**src/rtl/isc_pkg.sv**
```systemverilog
package isc_pkg;
  typedef enum logic [3:0] {
    S_IDLE,
    S_ACK,
    S_CLR,
    S_FLG,
    S_PSH_F,
    S_PSH_H,
    S_PSH_L,
    S_IPL,
    S_VEC,
    S_DONE
  } isc_state_e;
endpackage

```
**src/rtl/isc_fsm.sv**
```systemverilog
module isc_fsm
  import isc_pkg::*;
(
  input  logic       clk,
  input  logic       rst_n,
  input  logic       accept,
  input  logic       stk_hs,
  input  logic       vec_hs,
  output isc_state_e state
);
  isc_state_e nxt;

  always_comb begin
    nxt = state;
    unique case (state)
      S_IDLE:  if (accept) nxt = S_ACK;
      S_ACK:   nxt = S_CLR;
      S_CLR:   nxt = S_FLG;
      S_FLG:   nxt = S_PSH_F;
      S_PSH_F: if (stk_hs) nxt = S_PSH_H;
      S_PSH_H: if (stk_hs) nxt = S_PSH_L;
      S_PSH_L: if (stk_hs) nxt = S_IPL;
      S_IPL:   nxt = S_VEC;
      S_VEC:   if (vec_hs) nxt = S_DONE;
      S_DONE:  nxt = S_IDLE;
      default: nxt = S_IDLE;
    endcase
  end

  always_ff @(posedge clk or negedge rst_n) begin
    if (!rst_n) state <= S_IDLE;
    else        state <= nxt;
  end
endmodule

```
**src/rtl/isc_flag_mod.sv**
```systemverilog
module isc_flag_mod #(
  parameter int FW         = 16,
  parameter int NUM_W      = 6,
  parameter int I_BIT      = 6,
  parameter int D_BIT      = 1,
  parameter int U_BIT      = 7,
  parameter int SW_KEEP_LO = 32
) (
  input  logic [FW-1:0]    flg_old,
  input  logic             sw,
  input  logic [NUM_W-1:0] num,
  output logic [FW-1:0]    flg_new
);
  logic keep_u;

  always_comb begin
    keep_u  = sw && (int'(num) >= SW_KEEP_LO);
    flg_new = flg_old;
    flg_new[I_BIT] = 1'b0;
    flg_new[D_BIT] = 1'b0;
    if (!keep_u) flg_new[U_BIT] = 1'b0;
  end
endmodule

```
**src/rtl/isc_stack.sv**
```systemverilog
module isc_stack
  import isc_pkg::*;
#(
  parameter int FW   = 16,
  parameter int SP_W = 16,
  parameter int PC_W = 20
) (
  input  logic            clk,
  input  logic            rst_n,
  input  isc_state_e      state,
  input  logic            use_usp,
  input  logic [SP_W-1:0] isp,
  input  logic [SP_W-1:0] usp,
  input  logic [FW-1:0]   saved_flg,
  input  logic [PC_W-1:0] saved_pc,
  input  logic            ready,
  output logic            valid,
  output logic [SP_W-1:0] addr,
  output logic [FW-1:0]   data,
  output logic [SP_W-1:0] sp
);
  localparam int HI_W = PC_W - FW;

  logic [FW-1:0] pc_hi;
  logic [FW-1:0] pc_lo;

  assign pc_hi = {{(2*FW-PC_W){1'b0}}, saved_pc[PC_W-1:FW]};
  assign pc_lo = saved_pc[FW-1:0];
  assign valid = (state == S_PSH_F) || (state == S_PSH_H) || (state == S_PSH_L);
  assign addr  = sp - SP_W'(1);

  always_comb begin
    unique case (state)
      S_PSH_H: data = pc_hi;
      S_PSH_L: data = pc_lo;
      default: data = saved_flg;
    endcase
  end

  always_ff @(posedge clk or negedge rst_n) begin
    if (!rst_n)                 sp <= '0;
    else if (state == S_FLG)    sp <= use_usp ? usp : isp;
    else if (valid && ready)    sp <= addr;
  end

  if (HI_W < 1 || HI_W > FW) begin : g_bad_pc_w
    initial $error("isc_stack: PC_W must exceed FW and fit in two words");
  end
endmodule

```
**src/rtl/isc_entry_seq.sv**
```systemverilog
module isc_entry_seq
  import isc_pkg::*;
#(
  parameter int              FW         = 16,
  parameter int              SP_W       = 16,
  parameter int              PC_W       = 20,
  parameter int              NUM_W      = 6,
  parameter int              LVL_W      = 3,
  parameter int              I_BIT      = 6,
  parameter int              D_BIT      = 1,
  parameter int              U_BIT      = 7,
  parameter int              SW_KEEP_LO = 32,
  parameter logic [PC_W-1:0] ACK_ADDR   = '0
) (
  input  logic             clk,
  input  logic             rst_n,
  input  logic             int_accept_i,
  input  logic             sw_int_i,
  output logic             ack_rd_o,
  output logic [PC_W-1:0]  ack_addr_o,
  input  logic [NUM_W-1:0] ack_num_i,
  input  logic [LVL_W-1:0] ack_lvl_i,
  output logic             clr_pend_o,
  output logic [NUM_W-1:0] clr_num_o,
  input  logic [FW-1:0]    flg_i,
  output logic             flg_wr_o,
  output logic [FW-1:0]    flg_o,
  input  logic [SP_W-1:0]  isp_i,
  input  logic [SP_W-1:0]  usp_i,
  input  logic [PC_W-1:0]  pc_i,
  output logic             stk_valid_o,
  input  logic             stk_ready_i,
  output logic [SP_W-1:0]  stk_addr_o,
  output logic [FW-1:0]    stk_data_o,
  output logic             ipl_wr_o,
  output logic [LVL_W-1:0] ipl_o,
  output logic             vec_rd_valid_o,
  input  logic             vec_rd_ready_i,
  output logic [NUM_W-1:0] vec_rd_num_o,
  input  logic [PC_W-1:0]  vec_rd_data_i,
  output logic             pc_wr_o,
  output logic [PC_W-1:0]  pc_o,
  output logic             sp_wr_o,
  output logic [SP_W-1:0]  sp_new_o,
  output logic             busy_o,
  output logic             done_o
);
  isc_state_e state;

  logic             sw_q;
  logic [NUM_W-1:0] num_q;
  logic [LVL_W-1:0] lvl_q;
  logic [FW-1:0]    tmp_flg_q;
  logic [PC_W-1:0]  pc_q;
  logic [PC_W-1:0]  vec_q;
  logic [FW-1:0]    flg_new;
  logic             stk_hs;
  logic             vec_hs;
  logic [SP_W-1:0]  sp_cur;

  assign stk_hs = stk_valid_o && stk_ready_i;
  assign vec_hs = vec_rd_valid_o && vec_rd_ready_i;

  isc_fsm u_fsm (
    .clk    (clk),
    .rst_n  (rst_n),
    .accept (int_accept_i),
    .stk_hs (stk_hs),
    .vec_hs (vec_hs),
    .state  (state)
  );

  isc_flag_mod #(
    .FW(FW), .NUM_W(NUM_W), .I_BIT(I_BIT), .D_BIT(D_BIT),
    .U_BIT(U_BIT), .SW_KEEP_LO(SW_KEEP_LO)
  ) u_flag (
    .flg_old (tmp_flg_q),
    .sw      (sw_q),
    .num     (num_q),
    .flg_new (flg_new)
  );

  isc_stack #(.FW(FW), .SP_W(SP_W), .PC_W(PC_W)) u_stack (
    .clk       (clk),
    .rst_n     (rst_n),
    .state     (state),
    .use_usp   (flg_new[U_BIT]),
    .isp       (isp_i),
    .usp       (usp_i),
    .saved_flg (tmp_flg_q),
    .saved_pc  (pc_q),
    .ready     (stk_ready_i),
    .valid     (stk_valid_o),
    .addr      (stk_addr_o),
    .data      (stk_data_o),
    .sp        (sp_cur)
  );

  always_ff @(posedge clk or negedge rst_n) begin
    if (!rst_n) begin
      sw_q      <= 1'b0;
      num_q     <= '0;
      lvl_q     <= '0;
      tmp_flg_q <= '0;
      pc_q      <= '0;
      vec_q     <= '0;
    end else begin
      if (state == S_IDLE && int_accept_i) sw_q <= sw_int_i;
      if (state == S_ACK) begin
        num_q     <= ack_num_i;
        lvl_q     <= ack_lvl_i;
        tmp_flg_q <= flg_i;
        pc_q      <= pc_i;
      end
      if (vec_hs) vec_q <= vec_rd_data_i;
    end
  end

  assign ack_rd_o       = (state == S_ACK);
  assign ack_addr_o     = ACK_ADDR;
  assign clr_pend_o     = (state == S_CLR);
  assign clr_num_o      = num_q;
  assign flg_wr_o       = (state == S_FLG);
  assign flg_o          = flg_new;
  assign ipl_wr_o       = (state == S_IPL);
  assign ipl_o          = lvl_q;
  assign vec_rd_valid_o = (state == S_VEC);
  assign vec_rd_num_o   = num_q;
  assign done_o         = (state == S_DONE);
  assign pc_wr_o        = done_o;
  assign pc_o           = vec_q;
  assign sp_wr_o        = done_o;
  assign sp_new_o       = sp_cur;
  assign busy_o         = (state != S_IDLE);
endmodule

```
**config.mk**
```make
export PLATFORM = sky130hd
export DESIGN_NAME = isc_entry_seq
export DESIGN_NICKNAME = d
export VERILOG_FILES = /design/src/rtl/isc_pkg.sv /design/src/rtl/isc_fsm.sv /design/src/rtl/isc_flag_mod.sv /design/src/rtl/isc_stack.sv /design/src/rtl/isc_entry_seq.sv
export SDC_FILE = /design/constraint.sdc
export NUM_CORES = 1
export LEC_CHECK = 0
export BUFFER_PORTS_ARGS = -buffer_cell sky130_fd_sc_hd__buf_2
export CORE_UTILIZATION = 50
export DETAILED_ROUTE_END_ITERATION = 16
export PLACE_DENSITY = 0.85
export SLEW_MARGIN = 20
export SYNTH_ARGS = -nofsm -noshare
export SYNTH_HDL_FRONTEND = slang
export SYNTH_SLANG_ARGS = --single-unit
```
**constraint.sdc**
```tcl
create_clock -name clk -period 5 [get_ports clk]
set_input_delay 0.75 -clock clk [delete_from_list [all_inputs] [get_ports clk]]
set_output_delay 0.75 -clock clk [all_outputs]
set_load 0.02 [all_outputs]
```
# Word level (Yosys, flattened, before mapping)
# Cells that the tools add are included.
# Widths: inputs -> output; s select.
# totals
wordCells	45
output_inout_bits	129
register_bits	86
in_bits	103
# classes
magnitude_cmp	1
n_reduce_logical	10
mux	11
eq_ne	14
n_addsub	1
# op_table
operator	count
$mux 16	3
$pmux 4 s9	1
$pmux 16 s2	1
$mux 4	5
$eq 4x3->1 const B	4
$sub 16x1->16 const B	1
$eq 4x2->1 const B	2
$eq 4x4->1 const B	2
$ne 2x2->1 const B	4
$ge 6x6->1 const B	1
$reduce_and 5->1	1
$eq 4x1->1 const B	1
$logic_and 1x1->1	4
$logic_not 4->1	1
$reduce_bool 4->1	1
$logic_or 1x1->1	2
$ne 2x1->1 const B	1
$reduce_bool 2->1	1
$mux 1	1

# Longest topological paths before layout
# logic_depth
ltp_word	6
depth_mapped	8
depth_no_buf	6

# By module
# From an unflattened synthesis, not the netlist that was laid out.
# hier_totals
hier_cells	399
hier_area_um2	4683.2
# modules_own_cells
mod	area_per_inst_um2	cells_per_inst	instances	seq_area_each_um2
isc_entry_seq	2860.2	181	1	1651.6
isc_stack	1502.7	182	1	400.4
isc_fsm	197.7	19	1	100.1
isc_flag_mod	122.6	17	1	0.0

# Worst setup path after synthesis
# OpenSTA, ideal clock, no wires.
# synth_timing
path_type	register to output
start	register u_stack.sp[0]
end	output stk_addr_o[6]
path_stages_with_launch	6
required_ps	4250
t_arrival_ps	2008
path_slack_ps	2242
path_buffers	0
cell_sequence	dfrtp_1 -> inv_1 -> ha_1 -> or3b_2 -> nor3_2 -> xor2_1
# synth_via
elab_chain_len	1
# synth_rtl
element	line_no	rtl
start, declared	isc_stack.sv:20	output logic [SP_W-1:0] sp
start signal, assigned	isc_stack.sv:42	else if (state == S_FLG) sp <= use_usp ? usp : isp;
start signal, assigned	isc_stack.sv:43	else if (valid && ready) sp <= addr;
$sub 16x1->16	isc_stack.sv:30	assign addr = sp - SP_W'(1);
end, declared	isc_entry_seq.sv:33	output logic [SP_W-1:0] stk_addr_o,
# Every way passes these cells.

# Worst setup path in the final report
# layout_timing
start	register u_fsm.state[1]
end	output stk_data_o[6]
# layout_via
elab_chain_len	2
word_cells_on_any_way	3
classes_between	2 x eq/ne; 1 x mux
# layout_rtl
element	line_no	rtl
start, declared	isc_fsm.sv:9	output isc_state_e state
start signal, assigned	isc_fsm.sv:32	else state <= nxt;
$eq 4x3->1	isc_stack.sv:33	unique case (state)
$pmux 16 s2 *	isc_stack.sv:33	
end, declared	isc_entry_seq.sv:34	output logic [FW-1:0] stk_data_o,
# Mark *: on every way between the ends. The rest lies on a longest branch, timed or not.

==> flow_summary.json <==
{
  "status": "complete, no violations",
  "r2r_cells": 5,
  "yosysMostFrequentCell": "dfrtp_1",
  "routed_wl_mm": 11.63,
  "drt_pre_antenna_iters": 5,
  "grt_pass1_vias": 3752,
  "clockRootBuffer": "clkbuf_8",
  "critPathMaxStageDelay_ps": 810,
  "clockBufferDepth": 2,
  "finalSetupViolCount": 0,
  "reg2reg_from": "clr_num_o[5]",
  "antenna_found_initial": 0,
  "place.gp.congestion": 0.8186,
  "portBuffers": 209,
  "p_leak_nw": 2.951,
  "cts-resized-gates": 0,
  "die_h_microns": 98.96,
  "std_cell_rows": 35,
  "critical_path_class": "reg -> out",
  "worst_slew_pin_slew_ps": 990.6,
  "cts.sinks": 86,
  "ys_seq_area_frac": 0.4578,
  "ys_seq_elements": 86,
  "cap_violations": 0,
  "dieArea_sq_mm": 0.009793,
  "cts_setup_buffers": 0,
  "finalSetupTns_ps": 0,
  "ioPinCount": 232,
  "dr_total_vias": 3818,
  "cp_cell_sequence": "nand2b_1 -> nor2_1 -> a22o_1 -> buf_2",
  "cts_tree": "yes",
  "r2r_setup_slack_ps": 2690,
  "via_per_inst": 5.318,
  "synth_cells": 430,
  "diodes": 0,
  "min_path_type": "in -> async",
  "fmax_mhz": 303.9,
  "core_area_sq_mm": 0.009153,
  "initial_utilization": 0.5136,
  "synth.distinct_cells": 62,
  "yosysWarnings": 0,
  "synth_top_area_share": 0.4578,
  "overflow": 0,
  "grt_max_degree": 57,
  "synth-edff-count": 0,
  "clk_pin_slew_ps": 90,
  "period_minus_slack_ps": 3291,
  "startpoint_type": "register",
  "crit_arrival_ps": 2540,
  "grt_setup_unrepaired": "no",
  "irDropWorstVdd_mv": 0.4231,
  "cp.buffers_inverters": 1,
  "ys.flop_type": "dfrtp_1",
  "drv_slew": 0,
  "routedWlPerCell_microns": 16.20,
  "synthTopCellsByArea": "dfrtp_1, mux2_2, buf_4, nand2_1, a22o_1",
  "dpl.hpwl_mm": 8.710,
  "fillers": 759,
  "ant_nets": 0,
  "clk_latency_ps": 350,
  "max-slew-margin-rel": 0.3372,
  "cpMaxStageDelayCell": "dfrtp_1",
  "drt_iter0_markers": 237,
  "fin_crit_sh": 0.6581,
  "numCtsBuffers": 9,
  "fin_worst_skew_ps": 10.11,
  "cp_max_fo": 27,
  "cts_hold_buf": 0,
  "endpoint_kind": "output port",
  "nets": 706,
  "grtUsageTotal": 0.2406,
  "synth_commonest_cells": "dfrtp_1, mux2_2, buf_4",
  "syn_area_sq_mm": 0.004701,
  "cts-htree-levels": 3,
  "hold_viol": 0,
  "drive_above_1_share": 0.5058,
  "async_flop_share": 1.000,
  "yosys.area.top_type": "dfrtp_1",
  "cp_data_required_time_ps": 4250,
  "grt_pass1_wl_mm": 18.44,
  "die_x_microns": 98.96,
  "syn_area_per_cell_sq_um": 10.93,
  "path_delay_family": "simple AND/OR/NAND/NOR gates",
  "hold_ws_ps": 326.0,
  "area_growth_pct": 21.35,
  "power_density_mw_per_mm2": 720.9,
  "r2r-end": "u_stack.sp[1]",
  "route.detailed.drc": 0
}
==> sequential cells by signal (all words and copies together) (netlist names) <==
register and cells:
u_fsm.state 4, pc_o 20, ipl_o 3, u_stack.sp 16, tmp_flg_q 16, clr_num_o 6
sw_q 1, pc_q 20
==> kinds of logic after synthesis <==
kind of cell | after synthesis | share of synthesized area
xor+xnor | 14 | 0.02609
buf+inv | 84 | 0.1113
mux | 70 | 0.1664
other cells | 1 | 0.0007977
fa+ha+maj | 1 | 0.002661
flops | 86 | 0.4578
simple gates | 96 | 0.1179
compound gates | 78 | 0.1171
==> area by class of cell <==
type                            count  area, sq um  share of cell area
Sequential cell                    86         2152              0.3773
Timing Repair Buffer              213         1079              0.1891
Clock inverter                      6        53.80            0.009432
Tap cell                          111        138.9             0.02435
Multi-Input combinational cell    281         2111              0.3700
Inverter                           11        42.54            0.007458
Clock buffer                       10        127.6             0.02237
==> metrics by stage <==
| step | worst slack, ps | power, mW | utilization | cells | area [sq um] |
|---|---|---|---|---|---|
| 6_report | 1709 | 4.112 | 0.6232 | 718 | 5704 |
| 5_1_grt | 1553 | 4.359 | 0.6232 | 718 | 5704 |
| 4_1_cts | 1754 | 4.135 | 0.6232 | 718 | 5704 |
| 3_5_place_dp | 2152 | 3.665 | 0.6034 | 702 | 5523 |
| 3_3_place_gp | 2298 | 3.570 | 0.6034 | 702 | 5523 |
| 2_1_floorplan | 2242 | 3.075 | - | 451 | 4780 |
==> cell usage in the layout (no fill, tap or decap), types with 6 or more instances in the layout <==
cell type,n
conb_1,22
nand2_1,30
dfrtp_1,86
xor2_1,6
buf_2,208
nand2b_1,9
nor2_1,17
a21oi_1,17
a22o_1,12
o21ai_0,13
mux2_2,63
xnor2_1,8
nor3_1,6
clkbuf_8,9
inv_1,9
==> metal layers <==
layer | global-route usage | routed length [microns] | vias to the layer above
met5 | 0 | 0 | -
met4 | 0.05855 | 131 | 0
met3 | 0.05957 | 885 | 13
met2 | 0.4330 | 5924 | 185
met1 | 0.2882 | 4692 | 1822
li1 | - | - | 1798
==> worst max path at each step <==
stage,to,cells past startpoint,from
final,stk_data_o[6],4,u_fsm.state[1]
after global routing,stk_data_o[6],4,u_fsm.state[1]
after CTS,stk_data_o[6],4,u_fsm.state[1]
after detailed placement,stk_data_o[6],4,u_fsm.state[1]
after global placement,stk_data_o[9],4,u_fsm.state[1]
after floorplan,stk_addr_o[6],5,u_stack.sp[0]
==> worst reg2reg max path, stage by stage, from the launching register on <==
cell	delay (ps)
dfrtp_1	430
nand3_1	380
clkinv_1	600
mux2_2	460
o211ai_1	180
o21ai_0	140
==> power by group <==
group          switching, mW  internal, mW  total, mW
Combinational           1.35         0.931       2.28
Clock                  0.266         0.190      0.455
Sequential             0.347          1.03       1.38
Total                   1.96          2.15       4.11
(Power assumes the default switching activity.)
